==> src/rtl/xsg_pkg.sv <==
package xsg_pkg;
   localparam int REG_W    = 32;
   localparam int SEL_W    = 2;
   localparam int N_CHAN   = 2;
   // control word layout, decoded by software
   localparam int HF_EN_B  = 7;
   localparam int HF_RS_B  = 6;
   localparam int HF_SEL_L = 4;
   localparam int LF_EN_B  = 3;
   localparam int LF_RS_B  = 2;
   localparam int LF_SEL_L = 0;

   typedef struct packed {
      logic             en;
      logic [SEL_W-1:0] sel;
   } chan_cfg_t;
endpackage

==> src/rtl/xsg_cfg_reg.sv <==
module xsg_cfg_reg
   import xsg_pkg::*;
#(
   parameter int RST_VAL = 32'h0000_00BB
) (
   input  logic             clk,
   input  logic             rst_n,
   input  logic             wr_en,
   input  logic [REG_W-1:0] wr_data,
   output logic [REG_W-1:0] rd_data,
   output chan_cfg_t        hf_cfg,
   output chan_cfg_t        lf_cfg,
   output logic             hf_restart,
   output logic             lf_restart
);
   always_ff @(posedge clk or negedge rst_n) begin
      if (!rst_n) begin
         hf_cfg.en  <= RST_VAL[HF_EN_B];
         hf_cfg.sel <= RST_VAL[HF_SEL_L +: SEL_W];
         lf_cfg.en  <= RST_VAL[LF_EN_B];
         lf_cfg.sel <= RST_VAL[LF_SEL_L +: SEL_W];
      end else if (wr_en) begin
         hf_cfg.en  <= wr_data[HF_EN_B];
         hf_cfg.sel <= wr_data[HF_SEL_L +: SEL_W];
         lf_cfg.en  <= wr_data[LF_EN_B];
         lf_cfg.sel <= wr_data[LF_SEL_L +: SEL_W];
      end
   end

   // restart bits are pulses, never stored
   assign hf_restart = wr_en & wr_data[HF_RS_B];
   assign lf_restart = wr_en & wr_data[LF_RS_B];

   always_comb begin
      rd_data                      = '0;
      rd_data[HF_EN_B]             = hf_cfg.en;
      rd_data[HF_SEL_L +: SEL_W]   = hf_cfg.sel;
      rd_data[LF_EN_B]             = lf_cfg.en;
      rd_data[LF_SEL_L +: SEL_W]   = lf_cfg.sel;
   end
endmodule

==> src/rtl/xsg_osc_chan.sv <==
module xsg_osc_chan
   import xsg_pkg::*;
#(
   parameter int   BASE     = 2048,
   parameter logic FLAG_RST = 1'b1
) (
   input  logic      clk,
   input  logic      rst_n,
   input  chan_cfg_t cfg,
   input  logic      restart,
   input  logic      tick,
   input  logic      fault,
   input  logic      clr,
   output logic      flag,
   output logic      done
);
   localparam int MAX_THR = BASE << ((1 << SEL_W) - 1);
   localparam int CW      = $clog2(MAX_THR) + 1;

   if (BASE < 1 || (BASE & (BASE - 1)) != 0) begin : g_bad_base
      $error("xsg_osc_chan: BASE must be a power of two");
   end

   logic [CW-1:0] cnt_q;
   logic [CW-1:0] thresh;
   logic          at_thr;
   logic          flag_q;

   assign thresh = CW'(BASE) << cfg.sel;
   assign at_thr = (cnt_q >= thresh);
   assign done   = cfg.en & at_thr;

   always_ff @(posedge clk or negedge rst_n) begin
      if (!rst_n)                         cnt_q <= '0;
      else if (!cfg.en || restart || fault) cnt_q <= '0;
      else if (tick && !at_thr)           cnt_q <= cnt_q + 1'b1;
   end

   always_ff @(posedge clk or negedge rst_n) begin
      if (!rst_n)            flag_q <= FLAG_RST;
      else if (fault)        flag_q <= 1'b1;
      else if (clr && done)  flag_q <= 1'b0;
   end

   assign flag = flag_q;
endmodule

==> src/rtl/xtal_start_guard.sv <==
module xtal_start_guard
   import xsg_pkg::*;
#(
   parameter int HF_BASE = 2048,
   parameter int LF_BASE = 4096
) (
   input  logic             clk,
   input  logic             rst_n,
   input  logic             reg_wr_en,
   input  logic [REG_W-1:0] reg_wr_data,
   output logic [REG_W-1:0] reg_rd_data,
   input  logic             hf_tick,
   input  logic             lf_tick,
   input  logic             hf_fault,
   input  logic             lf_fault,
   input  logic             hf_flag_clr,
   input  logic             lf_flag_clr,
   output logic             hf_flag,
   output logic             lf_flag,
   output logic             hf_done,
   output logic             lf_done
);
   chan_cfg_t               cfg_v   [N_CHAN];
   logic [N_CHAN-1:0]       rst_v, tick_v, fault_v, clr_v, flag_v, done_v;

   xsg_cfg_reg u_cfg (
      .clk        (clk),
      .rst_n      (rst_n),
      .wr_en      (reg_wr_en),
      .wr_data    (reg_wr_data),
      .rd_data    (reg_rd_data),
      .hf_cfg     (cfg_v[0]),
      .lf_cfg     (cfg_v[1]),
      .hf_restart (rst_v[0]),
      .lf_restart (rst_v[1])
   );

   assign tick_v  = {lf_tick, hf_tick};
   assign fault_v = {lf_fault, hf_fault};
   assign clr_v   = {lf_flag_clr, hf_flag_clr};

   for (genvar g = 0; g < N_CHAN; g++) begin : g_chan
      localparam int B = (g == 0) ? HF_BASE : LF_BASE;
      xsg_osc_chan #(.BASE(B)) u_chan (
         .clk     (clk),
         .rst_n   (rst_n),
         .cfg     (cfg_v[g]),
         .restart (rst_v[g]),
         .tick    (tick_v[g]),
         .fault   (fault_v[g]),
         .clr     (clr_v[g]),
         .flag    (flag_v[g]),
         .done    (done_v[g])
      );
   end

   assign hf_flag = flag_v[0];
   assign lf_flag = flag_v[1];
   assign hf_done = done_v[0];
   assign lf_done = done_v[1];
endmodule

==> config.mk <==
export PLATFORM = sky130hd
export DESIGN_NAME = xtal_start_guard
export DESIGN_NICKNAME = d
export VERILOG_FILES = /design/src/rtl/xsg_pkg.sv /design/src/rtl/xsg_cfg_reg.sv /design/src/rtl/xsg_osc_chan.sv /design/src/rtl/xtal_start_guard.sv
export SDC_FILE = /design/constraint.sdc
export NUM_CORES = 1
export LEC_CHECK = 0
export ABC_AREA = 1
export BUFFER_PORTS_ARGS = -buffer_cell sky130_fd_sc_hd__buf_2
export CAP_MARGIN = 10
export CORE_MARGIN = 5
export CORE_UTILIZATION = 49
export CTS_BUF_LIST = sky130_fd_sc_hd__clkbuf_2
export CTS_CLUSTER_DIAMETER = 100
export DETAILED_ROUTE_END_ITERATION = 8
export PLACE_DENSITY = 0.79
export SETUP_SLACK_MARGIN = 0.2
export SLEW_MARGIN = 25
export SYNTH_ARGS = -nofsm -noshare
export SYNTH_HDL_FRONTEND = slang
export SYNTH_SLANG_ARGS = --single-unit
==> constraint.sdc <==
create_clock -name clk -period 1.95 [get_ports clk]
set_clock_uncertainty 0.15 [all_clocks]
set_input_delay 0.39 -clock clk [delete_from_list [all_inputs] [get_ports clk]]
set_output_delay 0.39 -clock clk [all_outputs]
set_load 0.01 [all_outputs]
==> impl_metrics.ini <==
[run_status]
status = complete, but fails checks
violations = setup timing

[synth]
syn_avg_cell_area_um2 = 7.31
synthFlopType = dfrtp_1
yosysSeqAreaShare_pct = 36.7
yosys.area.top_type = dfrtp_1
netlist_instances = 368
synth_edf_count = 0
synth-async-reset-ratio_pct = 100
yosys.cell_types.count = 28
yosysWarnings = 0
netlist_area_um2 = 2690
synth_area_leaders = dfrtp_1 (29%), nand2_1 (18%), dfstp_2 (7.8%)
synth-seq-cells = 39
synthTopCellsByCount = nand2_1 (126), dfrtp_1 (31), inv_1 (29)
yosysTopAreaCellShare_pct = 28.9
synthMostInstantiatedCell = nand2_1

[critical_path]
crit_path_start_kind = register
cp_top_family = flip-flops
r2r_start = u_cfg.hf_cfg[0]
reg2regPathDepth = 15
crit_required_ns = 1.41
r2r_slack_ns = -0.40
path_cells = nand2_1 -> ha_1 -> o21ai_1 -> nand2_1 -> nand2_2 -> a21oi_2 -> buf_2
path_class = register to output pin
r2r_end = g_chan[0].u_chan.cnt_q[4]
cp_slowest_cell = dfstp_2
worst_path_most_repeated_cell = nand2_1
crit_path_end_kind = output pin
slowest_delay_ns = 0.60
cp.arrival_ns = 1.86
critPathBufInv = 1
path_max_fanout = 4

[cts]
clkLatencyLatePin_ns = 0.43
clockBufferDepth = 2
clk_pin_slew_ns = 0.20
h-tree-depth = 2
cts.sinks = 39
cts-buffers-inserted = 5
cts_tree = done
root_buffer = clkbuf_2

[power]
power.density_nw_per_um2 = 500
peakVddDrop_v = 0.000447
p_leak_nw = 1.58

[run]
drv_cap = 0

[finish]
finalNetCount = 470
fill_cells = 454
antennaDiodeCount = 0
area_growth_pct = 20.1
finish.utilization_pct = 59.7
drive_gt1_share_pct = 26.6
layout.cells.non_filler = 490

[floorplanning]
rows = 27
dieHeight_um = 84.1
core-area_um2 = 5410
dieArea_um2 = 7070
fp.dieW_um = 84.1
initial_core_util_pct = 49.7
io_pins = 77

[route]
viasPerCell = 5.19
drt_pass1_iterations = 4
totalWireLength_um = 6330
drt_iter0_markers = 141
drc_errors = 0
wl_per_cell_um = 12.9
ant_nets = 0
vias = 2545

[placement]
dp_cells = 466
hpwlAfterDp_um = 4020
port_buffers = 26
routabilityCongestion = 0.865

[global_route]
grt_pass1_vias = 2409
antenna_found_initial = 0
grt_usage_pct = 18.5
grt_max_degree = 40
grt_pass1_wl_um = 10800
gr-total-overflow = 0

[timing]
finalSetupViolations = 33
fmax_mhz = 416
fin_crit_sh_pct = 123
hold_viol_final = 0
rsz0062_at_grt = true
period_needed_ns = 2.40
slew_violations = 0
setup_ws_ns = -0.453
finalSetupTns_ns = -7.93
hold-worst-slack_ns = 0.00235

[worst_hold_path]
holdPathStages = 3
hold_end = g_chan[0].u_chan.flag
hold_class = input port to register
holdCritStartpoint = hf_fault
[worst min-delay path, stage by stage]
cell     delay (ns)
buf_2          0.09
inv_1          0.06
nand2_1        0.05
[cell families (layout without fill, tap and decap cells)]
| family | count (synthesis) | count (layout) | synth area share, % |
|---|---|---|---|
| flops | 39 | 39 | 36.7 |
| compound gates | 30 | 30 | 7.17 |
| other cells | 1 | 26 | 0.139 |
| xor+xnor | 6 | 6 | 1.95 |
| fa+ha+maj | 12 | 12 | 5.58 |
| simple gates | 217 | 217 | 35.5 |
| buf+inv | 63 | 88 | 13.0 |
[timing repair]
action | in CTS | in global routing
hold buffers | 1 | 0
pin swaps | 11 | 14
gates resized for setup | 27 | 20
cloned | 1 | 0
endpoints found under the hold margin | 31 | 0
setup buffers | 8 | 6
setup endpoints to repair | 33 | 36
[metal layers]
metal  vias to the layer above  global-route usage (%)  share of wire [%]
li1                       1249                       -                  -
met1                      1162                    23.5                 41
met2                       114                    31.1                 48
met3                        20                    3.65                8.6
met4                         0                    6.29                3.0
met5                         -                       0                  0
[power breakdown]
| part | switching (mW) | internal, mW | total, mW |
|---|---|---|---|
| Clock | 0.284 | 0.0977 | 0.381 |
| Combinational | 0.212 | 0.166 | 0.378 |
| Sequential | 0.0163 | 0.837 | 0.853 |
| Total | 0.512 | 1.10 | 1.61 |
[per-stage QoR]
step / cell area [um^2] / setup WS [ns] / total power [mW]
after floorplan: 2830 / 0.0996 / 1.06
after global placement: 2870 / 0.0452 / 1.10
after detailed placement: 2870 / 0.00480 / 1.11
after CTS: 3120 / -0.433 / 1.56
after global routing: 3230 / -0.577 / 1.69
final: 3230 / -0.453 / 1.61
[cell type report]
class	count	area (um^2)	share of cell area, %
inverter	30	120	3.72
clock buffer	7	35.0	1.09
multi-input combinational	291	1610	49.8
timing repair buffer	50	383	11.9
clock inverter	1	5.00	0.155
tap	72	90.1	2.79
sequential	39	986	30.5
[flip-flops by register name, indices dropped and copies added, names as in the netlist]
register / cells
u_cfg.hf_cfg: 3
u_cfg.lf_cfg: 3
g_chan.u_chan.flag: 2
g_chan.u_chan.cnt_q: 31
[worst max path at each step]
stage                               start                          to  slack, ns  depth (start not counted)
final                     u_cfg.lf_cfg[0]                     lf_done      -0.45                          7
after global routing      u_cfg.hf_cfg[0]                     hf_done      -0.58                          7
after CTS                 u_cfg.hf_cfg[0]                     hf_done      -0.43                          7
after detailed placement  u_cfg.hf_cfg[0]                     hf_done      0.005                          8
after global placement    u_cfg.lf_cfg[0]                     lf_done       0.05                          7
after floorplan           u_cfg.hf_cfg[0]  g_chan[0].u_chan.cnt_q[11]        0.1                         12
[cells in the final DEF (no fill, tap or decap)]
cell type / n
a211oi_4: 1
a21o_1: 3
a21oi_2: 3
a21oi_4: 1
buf_12: 1
buf_16: 1
buf_2: 26
buf_4: 11
buf_6: 10
clkbuf_2: 7
clkinv_2: 1
conb_1: 26
dfrtp_1: 31
dfstp_2: 8
dlygate4sd3_1: 1
ha_1: 7
ha_4: 5
inv_1: 22
inv_2: 6
inv_4: 1
inv_6: 1
nand2_1: 115
nand2_2: 10
nand2_4: 3
nand3_1: 20
nand3_2: 3
nand3b_1: 3
nand4_1: 28
nor2_1: 26
nor2_2: 2
nor2_4: 2
o21ai_0: 6
o21ai_1: 5
o21ai_2: 3
o21bai_1: 8
or2_2: 5
xnor2_1: 1
xor2_1: 5
Power figures use the tool's default switching activity.
